### src/rtl/route_sel_pkg.sv
package route_sel_pkg;
  localparam int NODE_W     = 16;
  localparam int DIR_W      = 4;
  localparam int LDIR_W     = 3;
  localparam int NET_W      = 2;
  localparam int NUM_LINKS  = 8;
  localparam int CFG_AW     = 5;
  localparam int DATA_W     = 32;

  // configuration address map
  localparam int OFS_NODE   = 'h00;
  localparam int OFS_TBL    = 'h0C;
  localparam int OFS_LINK   = 'h10;

  // link word field positions
  localparam int NET_LSB    = 4;
  localparam int LDIR_LSB   = 7;
endpackage

### src/rtl/route_cfg_regs.sv
module route_cfg_regs
  import route_sel_pkg::*;
#(
  parameter int P_NODE_W    = NODE_W,
  parameter int P_DIR_W     = DIR_W,
  parameter int P_LDIR_W    = LDIR_W,
  parameter int P_NET_W     = NET_W,
  parameter int P_NUM_LINKS = NUM_LINKS,
  parameter int P_CFG_AW    = CFG_AW,
  parameter int P_DATA_W    = DATA_W
) (
  input  logic                              clk,
  input  logic                              rst_n,
  input  logic                              cfg_we,
  input  logic [P_CFG_AW-1:0]               cfg_addr,
  input  logic [P_DATA_W-1:0]               cfg_wdata,
  output logic [P_DATA_W-1:0]               cfg_rdata,
  output logic [P_NODE_W-1:0]               node_id,
  output logic [P_NODE_W*P_DIR_W-1:0]       dir_tbl,
  output logic [P_NUM_LINKS*P_LDIR_W-1:0]   link_dir,
  output logic [P_NUM_LINKS*P_NET_W-1:0]    link_net
);
  localparam int TBL_BITS  = P_NODE_W * P_DIR_W;
  localparam int TBL_WORDS = (TBL_BITS + P_DATA_W - 1) / P_DATA_W;
  localparam int TBL_PAD   = TBL_WORDS * P_DATA_W;

  logic [TBL_PAD-1:0] tbl_q;

  function automatic logic addr_is(input logic [P_CFG_AW-1:0] a, input int ofs);
    return a == P_CFG_AW'(ofs);
  endfunction

  always_ff @(posedge clk) begin
    if (!rst_n) node_id <= '0;
    else if (cfg_we && addr_is(cfg_addr, OFS_NODE)) node_id <= cfg_wdata[P_NODE_W-1:0];
  end

  for (genvar w = 0; w < TBL_WORDS; w++) begin : g_tbl
    always_ff @(posedge clk) begin
      if (!rst_n) tbl_q[w*P_DATA_W +: P_DATA_W] <= '0;
      else if (cfg_we && addr_is(cfg_addr, OFS_TBL + w))
        tbl_q[w*P_DATA_W +: P_DATA_W] <= cfg_wdata;
    end
  end
  assign dir_tbl = tbl_q[TBL_BITS-1:0];

  for (genvar i = 0; i < P_NUM_LINKS; i++) begin : g_link
    always_ff @(posedge clk) begin
      if (!rst_n) begin
        link_dir[i*P_LDIR_W +: P_LDIR_W] <= '0;
        link_net[i*P_NET_W +: P_NET_W]   <= '0;
      end else if (cfg_we && addr_is(cfg_addr, OFS_LINK + i)) begin
        link_dir[i*P_LDIR_W +: P_LDIR_W] <= cfg_wdata[LDIR_LSB +: P_LDIR_W];
        link_net[i*P_NET_W +: P_NET_W]   <= cfg_wdata[NET_LSB +: P_NET_W];
      end
    end
  end

  always_comb begin
    cfg_rdata = '0;
    if (addr_is(cfg_addr, OFS_NODE)) cfg_rdata[P_NODE_W-1:0] = node_id;
    for (int w = 0; w < TBL_WORDS; w++)
      if (addr_is(cfg_addr, OFS_TBL + w)) cfg_rdata = tbl_q[w*P_DATA_W +: P_DATA_W];
    for (int i = 0; i < P_NUM_LINKS; i++)
      if (addr_is(cfg_addr, OFS_LINK + i)) begin
        cfg_rdata[LDIR_LSB +: P_LDIR_W] = link_dir[i*P_LDIR_W +: P_LDIR_W];
        cfg_rdata[NET_LSB +: P_NET_W]   = link_net[i*P_NET_W +: P_NET_W];
      end
  end
endmodule

### src/rtl/route_dir_lookup.sv
module route_dir_lookup
  import route_sel_pkg::*;
#(
  parameter int P_NODE_W = NODE_W,
  parameter int P_DIR_W  = DIR_W,
  localparam int IDX_W   = $clog2(P_NODE_W)
) (
  input  logic [P_NODE_W-1:0]         node_id,
  input  logic [P_NODE_W-1:0]         dest,
  input  logic [P_NODE_W*P_DIR_W-1:0] dir_tbl,
  output logic                        is_local,
  output logic [IDX_W-1:0]            mis_idx,
  output logic [P_DIR_W-1:0]          want_dir
);
  // highest set bit of the difference vector (scan upward, last hit wins)
  function automatic logic [IDX_W-1:0] top_one(input logic [P_NODE_W-1:0] v);
    logic [IDX_W-1:0] r;
    r = '0;
    for (int b = 0; b < P_NODE_W; b++)
      if (v[b]) r = IDX_W'(b);
    return r;
  endfunction

  logic [P_NODE_W-1:0] diff;

  assign diff     = dest ^ node_id;
  assign is_local = (diff == '0);
  assign mis_idx  = top_one(diff);
  assign want_dir = dir_tbl[mis_idx*P_DIR_W +: P_DIR_W];
endmodule

### src/rtl/route_link_arbiter.sv
module route_link_arbiter
  import route_sel_pkg::*;
#(
  parameter int P_DIR_W     = DIR_W,
  parameter int P_LDIR_W    = LDIR_W,
  parameter int P_NET_W     = NET_W,
  parameter int P_NUM_LINKS = NUM_LINKS,
  localparam int LIDX_W     = $clog2(P_NUM_LINKS)
) (
  input  logic                            clk,
  input  logic                            rst_n,
  input  logic                            req_valid,
  input  logic                            is_local,
  input  logic [P_DIR_W-1:0]              want_dir,
  input  logic [P_NUM_LINKS*P_LDIR_W-1:0] link_dir,
  input  logic [P_NUM_LINKS*P_NET_W-1:0]  link_net,
  input  logic [P_NUM_LINKS-1:0]          link_end,
  output logic [P_NUM_LINKS-1:0]          cand_mask,
  output logic                            take_link,
  output logic                            take_local,
  output logic                            grant_valid,
  output logic [LIDX_W-1:0]               grant_link,
  output logic [P_NET_W-1:0]              grant_net,
  output logic                            local_hit,
  output logic [P_NUM_LINKS-1:0]          link_busy
);
  function automatic logic [LIDX_W-1:0] low_one(input logic [P_NUM_LINKS-1:0] m);
    logic [LIDX_W-1:0] r;
    r = '0;
    for (int i = P_NUM_LINKS - 1; i >= 0; i--)
      if (m[i]) r = LIDX_W'(i);
    return r;
  endfunction

  logic                   cooldown;
  logic [LIDX_W-1:0]      pick;
  logic [P_NUM_LINKS-1:0] pick_oh;

  for (genvar i = 0; i < P_NUM_LINKS; i++) begin : g_cand
    assign cand_mask[i] = !link_busy[i] &&
      (P_DIR_W'(link_dir[i*P_LDIR_W +: P_LDIR_W]) == want_dir);
  end

  assign cooldown   = grant_valid | local_hit;
  assign take_local = req_valid && !cooldown && is_local;
  assign take_link  = req_valid && !cooldown && !is_local && (cand_mask != '0);
  assign pick       = low_one(cand_mask);
  assign pick_oh    = take_link ? (P_NUM_LINKS'(1) << pick) : '0;

  always_ff @(posedge clk) begin
    if (!rst_n) begin
      grant_valid <= 1'b0;
      grant_link  <= '0;
      grant_net   <= '0;
      local_hit   <= 1'b0;
      link_busy   <= '0;
    end else begin
      grant_valid <= take_link;
      grant_link  <= take_link ? pick : '0;
      grant_net   <= take_link ? link_net[pick*P_NET_W +: P_NET_W] : '0;
      local_hit   <= take_local;
      link_busy   <= (link_busy & ~link_end) | pick_oh;
    end
  end
endmodule

### src/rtl/mismatch_route_sel.sv
module mismatch_route_sel
  import route_sel_pkg::*;
#(
  parameter int P_NODE_W    = NODE_W,
  parameter int P_DIR_W     = DIR_W,
  parameter int P_LDIR_W    = LDIR_W,
  parameter int P_NET_W     = NET_W,
  parameter int P_NUM_LINKS = NUM_LINKS,
  parameter int P_CFG_AW    = CFG_AW,
  parameter int P_DATA_W    = DATA_W,
  localparam int LIDX_W     = $clog2(P_NUM_LINKS),
  localparam int IDX_W      = $clog2(P_NODE_W)
) (
  input  logic                   clk,
  input  logic                   rst_n,
  input  logic                   cfg_we,
  input  logic [P_CFG_AW-1:0]    cfg_addr,
  input  logic [P_DATA_W-1:0]    cfg_wdata,
  output logic [P_DATA_W-1:0]    cfg_rdata,
  input  logic                   req_valid,
  input  logic [P_NODE_W-1:0]    req_dest,
  input  logic [P_NUM_LINKS-1:0] link_end,
  output logic                   grant_valid,
  output logic [LIDX_W-1:0]      grant_link,
  output logic [P_NET_W-1:0]     grant_net,
  output logic                   local_hit,
  output logic [P_NUM_LINKS-1:0] link_busy
);
  logic [P_NODE_W-1:0]              node_id;
  logic [P_NODE_W*P_DIR_W-1:0]      dir_tbl;
  logic [P_NUM_LINKS*P_LDIR_W-1:0]  link_dir;
  logic [P_NUM_LINKS*P_NET_W-1:0]   link_net;
  logic                             is_local;
  logic [IDX_W-1:0]                 mis_idx;
  logic [P_DIR_W-1:0]               want_dir;
  logic [P_NUM_LINKS-1:0]           cand_mask;
  logic                             take_link;
  logic                             take_local;

  route_cfg_regs #(
    .P_NODE_W(P_NODE_W), .P_DIR_W(P_DIR_W), .P_LDIR_W(P_LDIR_W), .P_NET_W(P_NET_W),
    .P_NUM_LINKS(P_NUM_LINKS), .P_CFG_AW(P_CFG_AW), .P_DATA_W(P_DATA_W)
  ) u_regs (
    .clk(clk), .rst_n(rst_n), .cfg_we(cfg_we), .cfg_addr(cfg_addr),
    .cfg_wdata(cfg_wdata), .cfg_rdata(cfg_rdata), .node_id(node_id),
    .dir_tbl(dir_tbl), .link_dir(link_dir), .link_net(link_net)
  );

  route_dir_lookup #(.P_NODE_W(P_NODE_W), .P_DIR_W(P_DIR_W)) u_lookup (
    .node_id(node_id), .dest(req_dest), .dir_tbl(dir_tbl),
    .is_local(is_local), .mis_idx(mis_idx), .want_dir(want_dir)
  );

  route_link_arbiter #(
    .P_DIR_W(P_DIR_W), .P_LDIR_W(P_LDIR_W), .P_NET_W(P_NET_W), .P_NUM_LINKS(P_NUM_LINKS)
  ) u_arb (
    .clk(clk), .rst_n(rst_n), .req_valid(req_valid), .is_local(is_local),
    .want_dir(want_dir), .link_dir(link_dir), .link_net(link_net),
    .link_end(link_end), .cand_mask(cand_mask), .take_link(take_link),
    .take_local(take_local), .grant_valid(grant_valid), .grant_link(grant_link),
    .grant_net(grant_net), .local_hit(local_hit), .link_busy(link_busy)
  );
endmodule

### config.mk
export PLATFORM = sky130hd
export DESIGN_NAME = mismatch_route_sel
export DESIGN_NICKNAME = d
export VERILOG_FILES = /design/src/rtl/route_sel_pkg.sv /design/src/rtl/route_cfg_regs.sv /design/src/rtl/route_dir_lookup.sv /design/src/rtl/route_link_arbiter.sv /design/src/rtl/mismatch_route_sel.sv
export SDC_FILE = /design/constraint.sdc
export NUM_CORES = 1
export LEC_CHECK = 0
export BUFFER_PORTS_ARGS = -buffer_cell sky130_fd_sc_hd__buf_2
export CAP_MARGIN = 20
export CORE_AREA = 5 5 128 130
export CTS_BUF_LIST = sky130_fd_sc_hd__clkbuf_8
export DETAILED_ROUTE_END_ITERATION = 8
export DIE_AREA = 0 0 133 135
export PLACE_DENSITY = 0.79
export SETUP_SLACK_MARGIN = 0.15
export SKIP_LAST_GASP = 1
export SYNTH_ARGS = -nofsm -noshare
export SYNTH_HDL_FRONTEND = slang
export SYNTH_SLANG_ARGS = --single-unit
export TNS_END_PERCENT = 50
### constraint.sdc
create_clock -name clk -period 4.7 [get_ports clk]
set_input_delay 0.94 -clock clk [delete_from_list [all_inputs] [get_ports clk]]
set_output_delay 0.94 -clock clk [all_outputs]
set_load 0.1 [all_outputs]
Word-level counts from Yosys, hierarchy flattened
Cells that the tools add are included.
{ "word_totals": {"in_bits": 65, "wordCells": 130, "latchBits": 0, "mem_bits_rw": 0, "rom_bits": 0, "n_memories": 0, "output_inout_bits": 47, "ff_bits": 135} }
{ "classes": {"n_shift": 3, "mul": 0, "order_cmp": 0, "add_sub_neg": 0, "reduce_logical": 37, "n_eq_ne": 18, "div_mod_pow": 0, "bitwise_logic": 5, "muxes": 43} }
{ "op_table": {"columns": ["cell", "n"], "rows": [
  ["$mux 32", 2],
  ["$shiftx 64x7->4", 1],
  ["$mux 3", 20],
  ["$eq 5x5->1 const B", 8],
  ["$eq 3x4->1", 8],
  ["$mux 4", 8],
  ["$logic_and 1x1->1", 23],
  ["$mux 2", 10],
  ["$logic_not 16->1", 1],
  ["$mux 16", 1],
  ["$shiftx 16x5->2", 1],
  ["$xor 16x16->16", 1],
  ["$eq 5x4->1 const B", 2],
  ["$logic_not 1->1", 10],
  ["$and 8x8->8", 1],
  ["$mux 8", 1],
  ["$not 8->8", 1],
  ["$or 8x8->8", 1],
  ["$reduce_bool 8->1", 1],
  ["$shl 1x3->8 const A", 1],
  ["$logic_not 5->1", 1],
  ["$reduce_and 2->1", 1],
  ["$mux 1", 1],
  ["$or 1x1->1", 1]
]} }

Longest topological paths before layout
Gate-level depths: netlist (run 1).
{ "logic_depth": {"word_depth": 30, "ltp_mapped": 17, "depth_no_buf": 14} }

By module
A second synthesis (run 1) with hierarchy kept.
{ "hier_totals": {"hier_cells": 925, "area_unflattened_um2": 7785.0} }
{ "by_module_without_submodules": {"columns": ["mod", "seq_area_each_um2", "cells_per_inst", "area_each_um2", "instances"], "rows": [
  ["route_cfg_regs", 2402.3, 650, 5642.9, 1],
  ["route_link_arbiter", 300.3, 134, 1142.3, 1],
  ["route_dir_lookup", 0.0, 141, 999.7, 1]
]} }

Least setup slack after synthesis (run 1)
Ideal clock, no wire load.
{ "synth_timing": {"kind": "input -> output", "startpoint": "input cfg_addr[0]", "endpoint": "output cfg_rdata[8]", "arrival_ns": 3.983, "slack_ns": -0.223, "path_stages": 7, "path_cell_list": "clkbuf_1 > clkbuf_1 > clkbuf_1 > mux2i_1 > nor2_1 > a21oi_1 > a31oi_1"} }
{ "synth_via": {"elab_chain_cells": 12} }
{ "synth_rtl": {"columns": ["item", "line_no", "source"], "rows": [
  ["start: declaration", "mismatch_route_sel.sv:17", "input logic [P_CFG_AW-1:0] cfg_addr,"],
  ["$logic_not 5->1", "route_cfg_regs.sv:30", "return a == P_CFG_AW'(ofs);"],
  ["$mux 16", "route_cfg_regs.sv:61", "if (addr_is(cfg_addr, OFS_NODE)) cfg_rdata[P_NODE_W-1:0] = node_id;"],
  ["$mux 32 (2 in a row)", "route_cfg_regs.sv:63", "if (addr_is(cfg_addr, OFS_TBL + w)) cfg_rdata = tbl_q[w*P_DATA_W +: P_DATA_W];"],
  ["$mux 3 (7 in a row)", "route_cfg_regs.sv:65", "if (addr_is(cfg_addr, OFS_LINK + i)) begin"],
  ["$mux 3 *", "route_cfg_regs.sv:65", null],
  ["end: declaration", "mismatch_route_sel.sv:19", "output logic [P_DATA_W-1:0] cfg_rdata,"]
]} }
Mark *: on every way between the ends. The rest lies on a longest branch, timed or not.

Final worst setup path (run 1)
{ "layout_timing": {"startpoint": "input req_dest[8]", "endpoint": "register u_arb.grant_net[1]"} }
{ "layout_via": {"elab_chain_cells": 21} }
{ "layout_rtl": {"columns": ["item", "line_no", "source"], "rows": [
  ["start: declaration", "mismatch_route_sel.sv:21", "input logic [P_NODE_W-1:0] req_dest,"],
  ["$xor 16x16->16 *", "route_dir_lookup.sv:26", "assign diff = dest ^ node_id;"],
  ["$mux 4 (8 in a row)", "route_dir_lookup.sv:20", "if (v[b]) r = IDX_W'(b);"],
  ["$shiftx 64x7->4", "route_dir_lookup.sv:29", "assign want_dir = dir_tbl[mis_idx*P_DIR_W +: P_DIR_W];"],
  ["$eq 3x4->1", "route_link_arbiter.sv:41", "(P_DIR_W'(link_dir[i*P_LDIR_W +: P_LDIR_W]) == want_dir);"],
  ["$logic_and 1x1->1", "route_link_arbiter.sv:40", "assign cand_mask[i] = !link_busy[i] &&"],
  ["$mux 3 (8 in a row)", "route_link_arbiter.sv:31", "if (m[i]) r = LIDX_W'(i);"],
  ["$shiftx 16x5->2", "route_link_arbiter.sv:60", "grant_net <= take_link ? link_net[pick*P_NET_W +: P_NET_W] : '0;"],
  ["end signal: assignment", "route_link_arbiter.sv:60", null],
  ["end: declaration", "route_link_arbiter.sv:23", "output logic [P_NET_W-1:0] grant_net,"]
]} }
Marked as above.
A chain may end at the register's enable or synchronous reset.

==> results of run 1 <==
## placed cells by master, fill, tap and decap left out, drive strengths merged, types with 5 or more instances in the layout
cell and count:
mux4 5, inv 22, o211ai 5, o21ai 40, a21oi 21, and2 6, dfxtp 135, nor2b 37
a22o 17, or3 7, buf 167, a222oi 11, mux2i 63, a31oi 8, nand3b 9, and3 7
nand2 197, nor4 5, nor2 28, a221oi 15, o22ai 8, clkbuf 20, nand3 17, nor3 12
xor2 18, clkinv 5, xnor2 40, a21boi 87
## timing repair
item	CTS	global route
endpoints found under the setup margin	0	9
resized for setup	0	3
hold buffers	0	0
hold endpoints to repair	0	0
## kinds of logic (layout without fill, tap and decap cells)
group	after synthesis	after routing	share of synthesized area (%)
AOI/OAI and AO/OA	250	250	23.95
and+or+nand+nor	353	353	21.49
xor gates and xnor gates	58	58	6.700
DFF	135	135	33.66
buffers and inverters	85	219	4.394
muxes	72	72	9.816
## power groups by stage
stage	Sequential, mW	Combinational, mW	Clock [mW]
floorplan	1.26	0.250	0
global placement	1.20	0.462	0
detailed placement	1.20	0.466	0
CTS	1.18	0.468	1.04
global route	1.18	0.510	1.09
finish	1.18	0.474	1.03
## registers in the layout, summed over array words and instances, names as in the netlist
signal,cells
u_arb.link_busy,8
u_arb.local_hit,1
u_regs.node_id,16
u_regs.link_net,16
u_arb.grant_link,3
u_arb.grant_net,2
u_arb.grant_valid,1
u_regs.link_dir,24
u_regs.dir_tbl,64
## cell type report
| class | instances | area [sq um] |
|---|---|---|
| flip-flops and latches | 135 | 2703 |
| repair buffers | 167 | 975.9 |
| clock buffers | 20 | 275.3 |
| clock inverters | 12 | 150.1 |
| fillers | 1272 | 5599 |
| inverters | 20 | 75.07 |
| multi-input cells | 733 | 5020 |
| well taps | 188 | 235.2 |
## layer usage
layer  vias up  wire length [um]  global-route usage [%]  share of wire [%]
met3        74              2446                   7.004                9.6
met1      3724             10330                   36.48                 41
met5         -                 0                       0                  0
met2       414             11680                   45.26                 46
li1       3642                 -                       -                  -
met4         0              1006                   12.93                4.0
## critical path, stage by stage
cell,delay [ns]
buf_2,0.11
xnor2_1,0.15
and3b_4,0.23
a2111o_1,0.45
o21ai_4,0.22
mux4_2,0.64
xor2_1,0.18
a221o_1,0.36
nor4b_2,0.35
o21ai_1,0.16
and2_4,0.20
nor3b_2,0.18
a221oi_1,0.35
a22oi_1,0.14
## stage by stage
step           worst slack [ns]  instance area, sq um
2_1_floorplan            0.1185                  8036
3_3_place_gp          -0.004287                  8992
3_5_place_dp           -0.07039                  8992
4_1_cts                  0.3863                  9418
5_1_grt                  0.1677                  9434
6_report                 0.3591                  9434
## final timing paths
path	from	cells past startpoint	slack [ns]	to
worst max-delay path	req_dest[8]	14	0.36	u_arb.grant_net[1]
worst min-delay path	u_regs.dir_tbl[54]	2	0.49	u_regs.dir_tbl[54]
worst max register to register	u_regs.node_id[8]	13	0.52	u_arb.grant_net[1]
worst min register to register	u_regs.dir_tbl[54]	2	0.49	u_regs.dir_tbl[54]
==> flow_metrics.env, run 1 <==
export IMPL_fmax_mhz=230.4
export IMPL_postSynthCellCount=953
export IMPL_cp_arrival_ns=4.67
export IMPL_ys_ff_latch=135
export IMPL_firstDrtPassIters=8
export IMPL_clockRootBuffer="clkbuf_8"
export IMPL_die_y_um=135
export IMPL_endpoint_kind="flop"
export IMPL_finalHoldViolCount=0
export IMPL_vdd_drop_max_uv=180.9
export IMPL_row_count=45
export IMPL_diodes=0
export IMPL_h_tree_depth=4
export IMPL_finalSetupViolCount=0
export IMPL_post_cts_buffers=0
export IMPL_antenna_left=0
export IMPL_synth_area_top_cells="dfxtp_1, nand2_1, a21boi_0"
export IMPL_cellPowerDensity_mw_per_mm2=284.2
export IMPL_ios=112
export IMPL_tightest_slew_ns=1.088
export IMPL_switchingPower_mw=0.7723
export IMPL_overflow=0
export IMPL_min_delay_path_class="flop to flop"
export IMPL_crit_fanout=5
export IMPL_report_final_slew_viol_count=0
export IMPL_hold_slack_ns=0.4900
export IMPL_fin_util_pct=62.75
export IMPL_clk_path_buf_depth=2
export IMPL_cap_violations=0
export IMPL_drt_iter0_drc=893
export IMPL_cts_sinks=135
export IMPL_grt_max_degree=129
export IMPL_fin_setup_tns_ns=0
export IMPL_io_buffers=111
export IMPL_dieArea_sq_mm=0.01796
export IMPL_cts_buffers=17
export IMPL_critPathRequiredTime_ns=5.03
export IMPL_syn_area_sq_mm=0.008030
export IMPL_antenna_found_initial=0
export IMPL_comb_power_share_pct=17.7
export IMPL_grt_pass1_wl_um=40310
export IMPL_clk_pin_slew_ns=0.07
export IMPL_fin_crit_ns=4.341
export IMPL_yosysSeqAreaShare_pct=33.66
export IMPL_die_width_um=133
export IMPL_yosysTopAreaCellShare_pct=33.66
export IMPL_cts_tree="yes"
export IMPL_yosys_warnings=0
export IMPL_vias=7854
export IMPL_rsz0062_at_grt="no"
export IMPL_vias_per_cell=6.160
export IMPL_grt_usage_pct=28.42
export IMPL_p_leak_nw=3.637
export IMPL_syn_area_per_cell_sq_um=8.426
export IMPL_ys_flop_type="dfxtp_1"
export IMPL_crit_type="input pin to flop"
export IMPL_synth_edff_count=0
export IMPL_async_flop_share_pct=0
export IMPL_wl_per_cell_um=19.97
export IMPL_nNetsFinal=1139
export IMPL_syn_nets=1018
export IMPL_pwr_share_seq_pct=43.9
export IMPL_routed_wl_um=25460
export IMPL_core_area_sq_mm=0.01503
export IMPL_finalPower_mw=2.681
export IMPL_drcViolationCount=0
export IMPL_clock_latency_ns=0.47
export IMPL_swShare_pct=28.80
export IMPL_status="finished clean"
export IMPL_placedCellCount=1243
export IMPL_internal_power_mw=1.909
export IMPL_grt_pass1_vias=7395
export IMPL_gp_congestion=1.033
export IMPL_slew_headroom_pct=27.46
export IMPL_synth_top_cells_by_count="nand2_1, dfxtp_1, a21boi_0, mux2i_1, clkbuf_1"
export IMPL_drive_gt1_share_pct=22.54
export IMPL_synth_cell_types=85
export IMPL_yosysMostFrequentCell="nand2_1"
export IMPL_clkPwrFrac_pct=38.5
export IMPL_start_kind="input pin"
export IMPL_synthToLayoutAreaGrowth_pct=17.48
export IMPL_dp_hpwl_um=18820
export IMPL_yosys_area_top_type="dfxtp_1"
export IMPL_initial_core_util_pct=53.42
export IMPL_skew_ns=0.01441
export IMPL_final_cells=1275
export IMPL_fin_crit_sh_pct=92.36
(Power assumes the default switching activity.)
==> run 2: changes to the inputs <==
Settings changed: ABC_AREA set to 1, CORE_AREA 5 5 128 130 to 5 5 123 125, DIE_AREA 0 0 133 135 to 0 0 128 130, PLACE_DENSITY 0.79 to 0.78.
==> flow_metrics.env, run 2 <==
export IMPL_largest_reg_flops=64
export IMPL_groute_layer_met2_usage_pct=40.14
export IMPL_grt_pass1_wl_um=35450
export IMPL_cts_resized=0
export IMPL_die_y_um=130
export IMPL_clock_latency_ns=0.46
export IMPL_postCtsHoldBufs=0
export IMPL_cts_sinks=135
export IMPL_reg2reg_to="u_arb.link_busy[1]"
export IMPL_fin_crit_ns=4.015
export IMPL_synth_edff_count=0
export IMPL_grt_util_met3_pct=7.695
export IMPL_holdPathStages=2
export IMPL_fin_crit_sh_pct=85.42
export IMPL_dp_hpwl_um=15810
export IMPL_cp_arrival_ns=3.07
export IMPL_antenna_found_initial=0
export IMPL_dieArea_sq_mm=0.01664
export IMPL_postSynthCellCount=1071
export IMPL_gp_congestion=0.9609
export IMPL_wl_per_cell_um=16.08
export IMPL_syn_area_per_cell_sq_um=6.664
export IMPL_firstDrtPassIters=6
export IMPL_cts_buffers=17
export IMPL_syn_area_sq_mm=0.007137
export IMPL_syn_nets=1136
export IMPL_antenna_left=0
export IMPL_fin_setup_tns_ns=0
export IMPL_synth_cell_types=41
export IMPL_drive_gt1_share_pct=17.18
export IMPL_status="finished clean"
export IMPL_crit_type="input pin to output pin"
export IMPL_endpoint_kind="output pin"
export IMPL_r2r_cells=31
export IMPL_clk_path_buf_depth=2
export IMPL_yosys_warnings=0
export IMPL_fmax_mhz=249.1
export IMPL_initial_core_util_pct=51.82
export IMPL_ys_flop_type="dfxtp_1"
export IMPL_min_delay_path_class="flop to flop"
export IMPL_drcViolationCount=0
export IMPL_final_cell_mix="nor2_1, nand2_1, dfxtp_1"
export IMPL_die_width_um=128
export IMPL_hold_path_endpoint="u_regs.dir_tbl[3]"
export IMPL_vias=7542
export IMPL_layout_commonest_cell="nor2_1"
export IMPL_min_delay_start="u_regs.dir_tbl[3]"
export IMPL_grt_usage_pct=26.74
export IMPL_diodes=0
export IMPL_skew_ns=0.01278
export IMPL_finalSetupViolCount=0
export IMPL_worst_path_max_delay_cell="nor3_2"
export IMPL_grt_busiest_layer="met2"
export IMPL_row_count=43
export IMPL_ios=112
export IMPL_post_cts_buffers=0
export IMPL_grt_pass1_vias=6914
export IMPL_slew_headroom_pct=35.30
export IMPL_crit_fanout=12
export IMPL_start_kind="input pin"
export IMPL_r2r_start="u_regs.node_id[3]"
export IMPL_tightest_slew_ns=0.9705
export IMPL_yosysTopAreaCellShare_pct=37.87
export IMPL_max_stage_delay_ns=0.66
export IMPL_hold_slack_ns=0.4786
export IMPL_routed_wl_um=21800
export IMPL_synth_area_top_cells="dfxtp_1, nor2_1, nand2_1"
export IMPL_overflow=0
export IMPL_synthToLayoutAreaGrowth_pct=15.64
export IMPL_cap_violations=0
export IMPL_report_final_slew_viol_count=0
export IMPL_yosysSeqAreaShare_pct=37.87
export IMPL_clk_pin_slew_ns=0.07
export IMPL_grt_max_degree=115
export IMPL_clockRootBuffer="clkbuf_8"
export IMPL_h_tree_depth=4
export IMPL_drt_iter0_drc=746
export IMPL_synth_top_cells_by_count="nor2_1, nand2_1, dfxtp_1, o21ai_0, nand3_1"
export IMPL_p_leak_nw=3.678
export IMPL_vias_per_cell=5.562
export IMPL_rsz0062_at_grt="no"
export IMPL_nNetsFinal=1229
export IMPL_ys_ff_latch=135
export IMPL_cellPowerDensity_mw_per_mm2=311.1
export IMPL_critPathRequiredTime_ns=3.76
export IMPL_yosysMostFrequentCell="nor2_1"
export IMPL_cts_tree="yes"
export IMPL_io_buffers=111
export IMPL_core_area_sq_mm=0.01377
export IMPL_ff2ff_setup_slack_ns=0.88
export IMPL_yosys_area_top_type="dfxtp_1"
export IMPL_vdd_drop_max_uv=168.7
export IMPL_gr_usage_met1_pct=36.93
export IMPL_worstPathCellList="buf_2 -> nor2_1 -> inv_1 -> nor3_2 -> buf_4 -> buf_4 -> a22o_1 -> buf_2"
export IMPL_async_flop_share_pct=0
export IMPL_finalHoldViolCount=0
## run 2: cell count changes in the layout (fill, tap and decap cells not counted), moves of 32 or more
cell	delta
a21boi_0	-86
a21oi_1	+32
buf_4	-42
inv_1	+58
mux2i_1	-63
nand3_1	+95
nor2_1	+172
nor2b_1	-37
o21ai_0	+91
## run 2: kinds of logic (layout without fill, tap and decap cells)
kind of cell,count (synthesis),count (layout),synth area share [%]
AO/OA/AOI/OAI,225,225,18.04
XOR/XNOR,18,18,2.314
buffers and inverters,146,251,8.450
flip-flops,135,135,37.87
AND/OR/NAND/NOR,547,547,33.33
## run 2: per-layer routing
metal  vias to the layer above  share of wire [%]
met5                         -                  0
met4                         0                2.3
met3                        43                 11
met2                       368                 43
met1                      3401                 44
li1                       3730                  -
## run 2: through the flow
step	util [%]	total power [mW]	cell area (sq um)	instances	setup slack [ns]
after floorplan	-	1.570	7137	1071	0.3476
after global placement	57.06	1.674	7859	1324	0.4925
after detailed placement	57.26	1.681	7886	1325	0.3543
after global routing	59.92	2.683	8253	1356	0.2838
final	59.92	2.567	8253	1356	0.6852
after CTS	59.92	2.573	8253	1356	0.7344
## run 2: worst max-delay path: cells and delay by family
kind | cells | cell delay [ns]
buf+inv | 5 | 1.16
simple gates | 2 | 0.76
compound gates | 1 | 0.18
## run 2: where the power goes
group	internal (mW)	leakage [nW]	switching [mW]	total, mW
logic	0.131	2.39	0.348	0.479
clock network	0.463	0.197	0.443	0.906
registers	1.17	1.09	0.0171	1.18
## run 2: worst max path at each step
stage,from,slack (ns),depth (start not counted),to
finish,cfg_addr[1],0.69,8,cfg_rdata[29]
global route,req_dest[2],0.28,37,u_arb.grant_net[1]
CTS,cfg_addr[1],0.73,8,cfg_rdata[30]
detailed placement,req_dest[3],0.35,32,u_arb.link_busy[1]
global placement,req_dest[2],0.49,37,u_arb.grant_net[1]
floorplan,cfg_addr[1],0.35,9,cfg_rdata[8]
## run 2: final cells by class
class	instances	area (sq um)
inverter	94	354.1
tap	180	225.2
clock buffer	21	289.0
clock inverter	10	77.57
timing repair buffer	126	763.2
fill	1373	5520
multi-input combinational	790	3841
sequential	135	2703
